### src/rtl/srp_pkg.sv
package srp_pkg;
    localparam int SR_W = 8;

    // non-volatile part of the status byte
    typedef struct packed {
        logic       lock;
        logic [1:0] region;
    } nv_t;

    typedef struct packed {
        nv_t  nv;
        nv_t  pend;
        logic pend_v;
        logic wel;
    } st_t;
endpackage

### src/rtl/srp_wr_gate.sv
module srp_wr_gate (
    input  logic lock,
    input  logic wp_n,
    input  logic wel,
    input  logic busy,
    output logic hw_lock,
    output logic wr_ok
);
    always_comb begin
        hw_lock = lock & ~wp_n;
        wr_ok   = wel & ~busy & ~hw_lock;
    end
endmodule

### src/rtl/srp_range_dec.sv
module srp_range_dec #(
    parameter int ADDR_W = 11
) (
    input  logic [1:0]        region,
    input  logic [ADDR_W-1:0] addr,
    output logic              prot
);
    localparam logic [ADDR_W-1:0] HALF_BASE  = ADDR_W'(1) << (ADDR_W - 1);
    localparam logic [ADDR_W-1:0] QUART_BASE = ADDR_W'(3) << (ADDR_W - 2);

    always_comb begin
        unique case (region)
            2'b00:   prot = 1'b0;
            2'b01:   prot = (addr >= QUART_BASE);
            2'b10:   prot = (addr >= HALF_BASE);
            default: prot = 1'b1;
        endcase
    end
endmodule

### src/rtl/srp_state.sv
module srp_state
    import srp_pkg::*;
(
    input  logic clk,
    input  logic por_n,
    input  logic rst_n,
    input  logic cmd_wren,
    input  logic cmd_wrdi,
    input  logic upd_acc,
    input  nv_t  upd_nv,
    input  logic busy,
    input  logic wr_done,
    output nv_t  nv_q,
    output logic wel_q
);
    st_t st_d, st_q;

    always_comb begin
        st_d = st_q;
        if (!busy) begin
            if (cmd_wrdi)      st_d.wel = 1'b0;
            else if (cmd_wren) st_d.wel = 1'b1;
        end
        if (upd_acc) begin
            st_d.pend   = upd_nv;
            st_d.pend_v = 1'b1;
        end
        if (busy && wr_done) begin
            st_d.wel    = 1'b0;
            st_d.pend_v = 1'b0;
            if (st_q.pend_v) st_d.nv = st_q.pend;
        end
        if (!rst_n) begin
            st_d.wel    = 1'b0;
            st_d.pend_v = 1'b0;
        end
    end

    always_ff @(posedge clk or negedge por_n) begin
        if (!por_n) st_q <= '0;
        else        st_q <= st_d;
    end

    assign nv_q  = st_q.nv;
    assign wel_q = st_q.wel;
endmodule

### src/rtl/sr_protect_unit.sv
module sr_protect_unit
    import srp_pkg::*;
#(
    parameter int ADDR_W = 11
) (
    input  logic              clk,
    input  logic              por_n,
    input  logic              rst_n,
    input  logic              cmd_wren,
    input  logic              cmd_wrdi,
    input  logic              sr_wr_req,
    input  logic [SR_W-1:0]   sr_wdata,
    input  logic              wp_n,
    input  logic              busy,
    input  logic              wr_done,
    input  logic [ADDR_W-1:0] chk_addr,
    output logic [SR_W-1:0]   sr_rdata,
    output logic              sr_wr_ok,
    output logic              addr_prot
);
    nv_t  nv_q;
    nv_t  upd_nv;
    logic wel_q;
    logic hw_lock;
    logic unused_wbits;

    assign upd_nv       = '{lock: sr_wdata[7], region: sr_wdata[3:2]};
    assign unused_wbits = ^{sr_wdata[6:4], sr_wdata[1:0], hw_lock};

    srp_wr_gate u_gate (
        .lock    (nv_q.lock),
        .wp_n    (wp_n),
        .wel     (wel_q),
        .busy    (busy),
        .hw_lock (hw_lock),
        .wr_ok   (sr_wr_ok)
    );

    srp_state u_state (
        .clk      (clk),
        .por_n    (por_n),
        .rst_n    (rst_n),
        .cmd_wren (cmd_wren),
        .cmd_wrdi (cmd_wrdi),
        .upd_acc  (sr_wr_req & sr_wr_ok),
        .upd_nv   (upd_nv),
        .busy     (busy),
        .wr_done  (wr_done),
        .nv_q     (nv_q),
        .wel_q    (wel_q)
    );

    srp_range_dec #(.ADDR_W(ADDR_W)) u_dec (
        .region (nv_q.region),
        .addr   (chk_addr),
        .prot   (addr_prot)
    );

    assign sr_rdata = {nv_q.lock, 3'b000, nv_q.region, wel_q, busy};
endmodule

### config.mk
export PLATFORM = sky130hd
export DESIGN_NAME = sr_protect_unit
export DESIGN_NICKNAME = d
export VERILOG_FILES = /design/src/rtl/srp_pkg.sv /design/src/rtl/srp_wr_gate.sv /design/src/rtl/srp_range_dec.sv /design/src/rtl/srp_state.sv /design/src/rtl/sr_protect_unit.sv
export SDC_FILE = /design/constraint.sdc
export NUM_CORES = 1
export LEC_CHECK = 0
export ABC_AREA = 1
export BUFFER_PORTS_ARGS = -buffer_cell sky130_fd_sc_hd__buf_2
export CORE_MARGIN = 10
export CORE_UTILIZATION = 30
export CTS_BUF_LIST = sky130_fd_sc_hd__clkbuf_16
export DETAILED_ROUTE_END_ITERATION = 16
export GPL_TIMING_DRIVEN = 0
export MAX_ROUTING_LAYER = met4
export PLACE_DENSITY = 0.73
export SYNTH_ARGS = -nofsm -noshare
export SYNTH_HDL_FRONTEND = slang
export SYNTH_HIERARCHICAL = 1
export SYNTH_SLANG_ARGS = --single-unit
export TNS_END_PERCENT = 10
### constraint.sdc
create_clock -name clk -period 1.24 [get_ports clk]
set_input_delay 0.186 -clock clk [delete_from_list [all_inputs] [get_ports clk]]
set_output_delay 0.186 -clock clk [all_outputs]
set_load 0.02 [all_outputs]
# Word-level counts from Yosys, hierarchy flattened

Index checks and enable logic that the tools add are counted.

ROM bits: 0
Input bits: 28
Bits in latches: 0
Flip-flop bits (word level): 8
Logic and storage cells: 31
Memories kept: 0
Bits in writable memories: 0

Divide/modulo/power cells: 0
Multipliers: 0
Equal/unequal tests: 5
Bitwise operators: 7
$lt $le $gt $ge: 2
Mux-type cells: 7
$add $sub $neg: 0
Shifts and indexed selects: 0
Reduce and logical (&&, ||, !) cells: 4

Operator list:

| cell                                                      | count |
|---|---|
| greater-or-equal comparator 11 bit, second input constant | 2 |
| bitwise AND 1 bit                                         | 4 |
| two-way mux 1 bit                                         | 4 |
| two-way mux 2 bit                                         | 2 |
| inequality test 4 x 1 -> 1 bit, second input constant     | 1 |
| AND reduction 2 bit                                       | 2 |
| inequality test 3 x 1 -> 1 bit, second input constant     | 1 |
| inequality test 3 x 2 -> 1 bit, second input constant     | 1 |
| NOT 1 bit                                                 | 3 |
| case mux 1 bit (3 select lines)                           | 1 |
| equality test 2 x 1 -> 1 bit, second input constant       | 1 |
| equality test 2 bit, second input constant                | 1 |
| zero test 2 bit                                           | 1 |
| logical AND 1 bit                                         | 1 |

# Depth between registers and ports, before layout

Depth after elaboration: 8
Gate-level depth with buffers: 9
Depth with buffers taken out: 8

# By module

Netlist, hierarchy kept.

By module, submodules not included:

| module          | instances | seq. area each (um^2) | cells each | area each (um^2) |
|---|---|---|---|---|
| srp_state       | 1         | 200.2                 | 41         | 345.3 |
| sr_protect_unit | 1         | 0.0                   | 8          | 48.8 |
| srp_wr_gate     | 1         | 0.0                   | 5          | 21.3 |
| srp_range_dec   | 1         | 0.0                   | 3          | 13.8 |

# Worst setup path after synthesis

OpenSTA, ideal clock, no wires.

Path kind: register to register
From: register u_state.st_q, in the netlist u_state/nv_q[2]
To: register u_state/st_q[2] in the netlist's numbering
Required time: 1.124 ns
Data arrival time: 1.257 ns
Path slack: -0.134 ns
Stages on the path, launching flop included: 10
Period minus slack after synthesis: 1.374 ns
Setup time: 0.116 ns
Path through: dfrtp_1 -> buf_4 -> inv_1 -> nor2_2 -> nor2_1 -> nand2_1 -> inv_1 -> inv_1 -> nand2_1 -> nand2_1

Longest elaborated chain between the ends: 4

Ends and longest elaborated chain:

| element                | RTL line              | source |
|---|---|---|
| from (decl)            | srp_state.sv:16       | `st_t st_d, st_q;` |
| from (signal assigned) | srp_state.sv:41       | `else st_q <= st_d;` |
| bitwise AND 1 bit      | srp_wr_gate.sv:10     | `hw_lock = lock & ~wp_n;` |
| via hw_lock            | sr_protect_unit.sv:24 | `logic hw_lock;` |
| NOT 1 bit              | srp_wr_gate.sv:11     | `wr_ok = wel & ~busy & ~hw_lock;` |
| bitwise AND 1 bit      | srp_wr_gate.sv:11     |  |
| via sr_wr_ok           | sr_protect_unit.sv:18 | `output logic sr_wr_ok,` |
| bitwise AND 1 bit      | sr_protect_unit.sv:45 | `.upd_acc (sr_wr_req & sr_wr_ok),` |

The timed path passes the listed nets, and every way through them passes these cells.
A chain may end at the register's enable or synchronous reset.

# Final worst setup path

From: register u_state.st_q, in the netlist u_state/nv_q[0]
To: output addr_prot

Longest elaborated chain between the ends: 2

Ends and longest elaborated chain:

| element                                           | RTL line              | source |
|---|---|---|
| equality test 2 bit, or another cell as far along | srp_range_dec.sv:12   | `unique case (region)` |
| case mux 1 bit (3 select lines) (*)               | srp_range_dec.sv:12   |  |
| to (decl)                                         | sr_protect_unit.sv:19 | `output logic addr_prot` |

Every way passes the cells marked *; elsewhere a longest branch is shown, timed or not.

==> results.ini <==
[pwr]
power_density_nw_per_um2 = 1440
p_int_mw = 0.771
swShare_pct = 20.2
p_leak_nw = 0.396
p_sw_mw = 0.195
p_seq_share_pct = 32.1
comb_power_share_pct = 13.6
finalPower_mw = 0.966
clkPwrFrac_pct = 54.3
peakVddDrop_mv = 1.28

[finish]
drive_gt1_share_pct = 46.4
layout.nets = 114
n_antenna_cell = 0
nFillCells = 135
final_area_um2 = 672
postLayoutCoreUtil_pct = 51.0
syn2layout_area_growth_pct = 56.6
instances_no_fill = 99

[floorplanning]
core.rowCount = 13
core_um2 = 1320
fp.dieW_um = 57.8
die-area_um2 = 3340
start_util_pct = 32.6
die_y_um = 57.8
io_pins = 38

[synthesis]
yosysTopAreaCell = dfrtp_1
synthArstFlopShare_pct = 100
ys_top_cells_by_count = nand2_1 (23), buf_4 (8), dfrtp_1 (8)
synth_compound_area_share_pct = 3.50
yosysMostFrequentCell = nand2_1
seq_area_frac_synth_pct = 46.6
synthAdderAreaFrac_pct = 0
synthFlopType = dfrtp_1
synth_top_family_by_area = simple AND/OR/NAND/NOR gates
yosys.area_share.simple_pct = 29.7
postSynthCellCount = 57
synth-seq-cells = 8
ys_types = 11
syn_avg_cell_area_um2 = 7.53
synthesis.area_um2 = 429
synth_top_cell_area_share_pct = 46.6
synth_xor_area_share_pct = 0
synth_warnings = 6
synth_area_leaders = dfrtp_1 (47%), nand2_1 (20%), buf_4 (14%)
yosys-mux-area-fraction_pct = 0
synth-edff-count = 0

[sta]
period_share_pct = 97.6
hold_slack_ns = 0.161
slew_violations = 0
fin_setup_tns_ns = 0
clock_skew_ns = 0.00247
setup_viol = 0
hold_viol = 0
setup_ws_ns = 0.0301
min_period_ns = 1.21
clock.fmax_mhz = 827

[critical_path]
critPathTopFamily = flip-flops
required_ns = 1.05
worstSetupEndpointType = output port
slowest_delay_ns = 0.36
cp.arrival_ns = 1.02
critical_path_class = register to output port
path_max_fanout = 3
crit_buf_inv = 2
startpoint_type = register
crit_path_top_delay_cell = dfrtp_1
crit_chain = buf_4, o21ai_2, nand2_1, buf_6

[place]
finalWeightedCongestion = 0.751
dp.cells = 94
dp_slack_ns = 0.0854
io_buffers = 20
dpl_cell_area_um2 = 563
dpl.hpwl_um = 815

[cts]
cts_tree = done
cts_max_level = 1
clk_latency_ns = 0.23
cts-buffers-inserted = 3
clk_pin_slew_ns = 0.04
clockBufferDepth = 2
root_buffer = clkbuf_16
cts_sinks = 8

[hold_path]
worstHoldPathType = primary input to register

[global_routing]
first_global_vias = 431
gr-total-overflow = 0
grt_max_degree = 9
grt_usage_pct = 6.22
antenna_found_initial = 0
grt_pass1_wl_um = 1640

[routing]
via_per_inst = 4.04
avgRoutedWirePerCell_um = 9.68
postRouteAntennaNets = 0
vias = 400
drc = 0
drt_iter0_markers = 4
finalWirelength_um = 958
dr.pass1.iters = 4

[outcome]
outcome = completed

[flow_run]
max-cap-violations = 0

worst paths after layout:
kind                                               end  slack, ns                         from  cells past startpoint
max                                          addr_prot       0.03  u_state/nv_q[0]$_DFFE_PN0P_                      4
min                        u_state/st_q[4]$_DFFE_PN0P_       0.16                  sr_wdata[7]                      3
max reg2reg                u_state/st_q[2]$_DFFE_PN0P_       0.21  u_state/nv_q[2]$_DFFE_PN0P_                      8
min reg2reg                u_state/st_q[4]$_DFFE_PN0P_       0.47  u_state/st_q[4]$_DFFE_PN0P_                      2
max in group asynchronous  u_state/nv_q[1]$_DFFE_PN0P_       0.75                        por_n                      2
min in group asynchronous  u_state/st_q[4]$_DFFE_PN0P_       0.32                        por_n                      2
placed cells by master (no fill, tap or decap), drive strengths merged, types with 2 or more instances in the layout:
master / synthesis / routed
dfrtp: 8 / 8
inv: 6 / 6
nand2: 24 / 24
conb: 1 / 3
nor2: 4 / 4
buf: 8 / 29
a21oi: 2 / 2
nand3: 3 / 3
clkbuf: 0 / 3
sequential cells by signal, indices dropped and copies added (netlist names):
signal and cells:
u_state/st_q 4, u_state/nv_q 3, u_state/wel_q 1
routing by layer:
metal,up-vias,part of all wire (%),track usage [%]
li1,214,-,-
met1,170,39,6.19
met2,16,49,9.66
met3,0,11,2.83
met4,0,0,4.03
met5,-,0,-
cells by family after synthesis:
family,after synthesis
other cells,1
compound gates,3
simple gates,31
buf+inv,14
flops,8
tightest hold or removal path: cells and delay by family:
family	cells	cell delay (ns)
and+or+nand+nor	2	0.09
buffers and inverters	1	0.07
repair_timing:
action,4_1_cts,5_1_grt
endpoints found under the setup margin,2,6
pin swaps,0,3
gates resized for setup,4,3
setup buffers,0,2
hold buffers,1,0
endpoints found under the hold margin,8,0
power by group through the flow:
stage | registers [mW] | logic [mW] | clock network, mW
2_1_floorplan | 0.309 | 0.0797 | 0
3_3_place_gp | 0.312 | 0.121 | 0
3_5_place_dp | 0.313 | 0.124 | 0
4_1_cts | 0.310 | 0.130 | 0.531
5_1_grt | 0.315 | 0.149 | 0.556
6_report | 0.310 | 0.131 | 0.524
cell type report:
cell class                      instances  area (um2)  share of cell area (%)
Timing Repair Buffer                   23         138                    20.5
Buffer                                  7        52.6                    7.82
Sequential cell                         8         200                    29.8
Multi-Input combinational cell         37         165                    24.6
Inverter                                6        22.5                    3.35
Clock buffer                            3        75.1                    11.2
Tap cell                               15        18.8                    2.79
No activity file was read; power rests on OpenSTA's default activity.
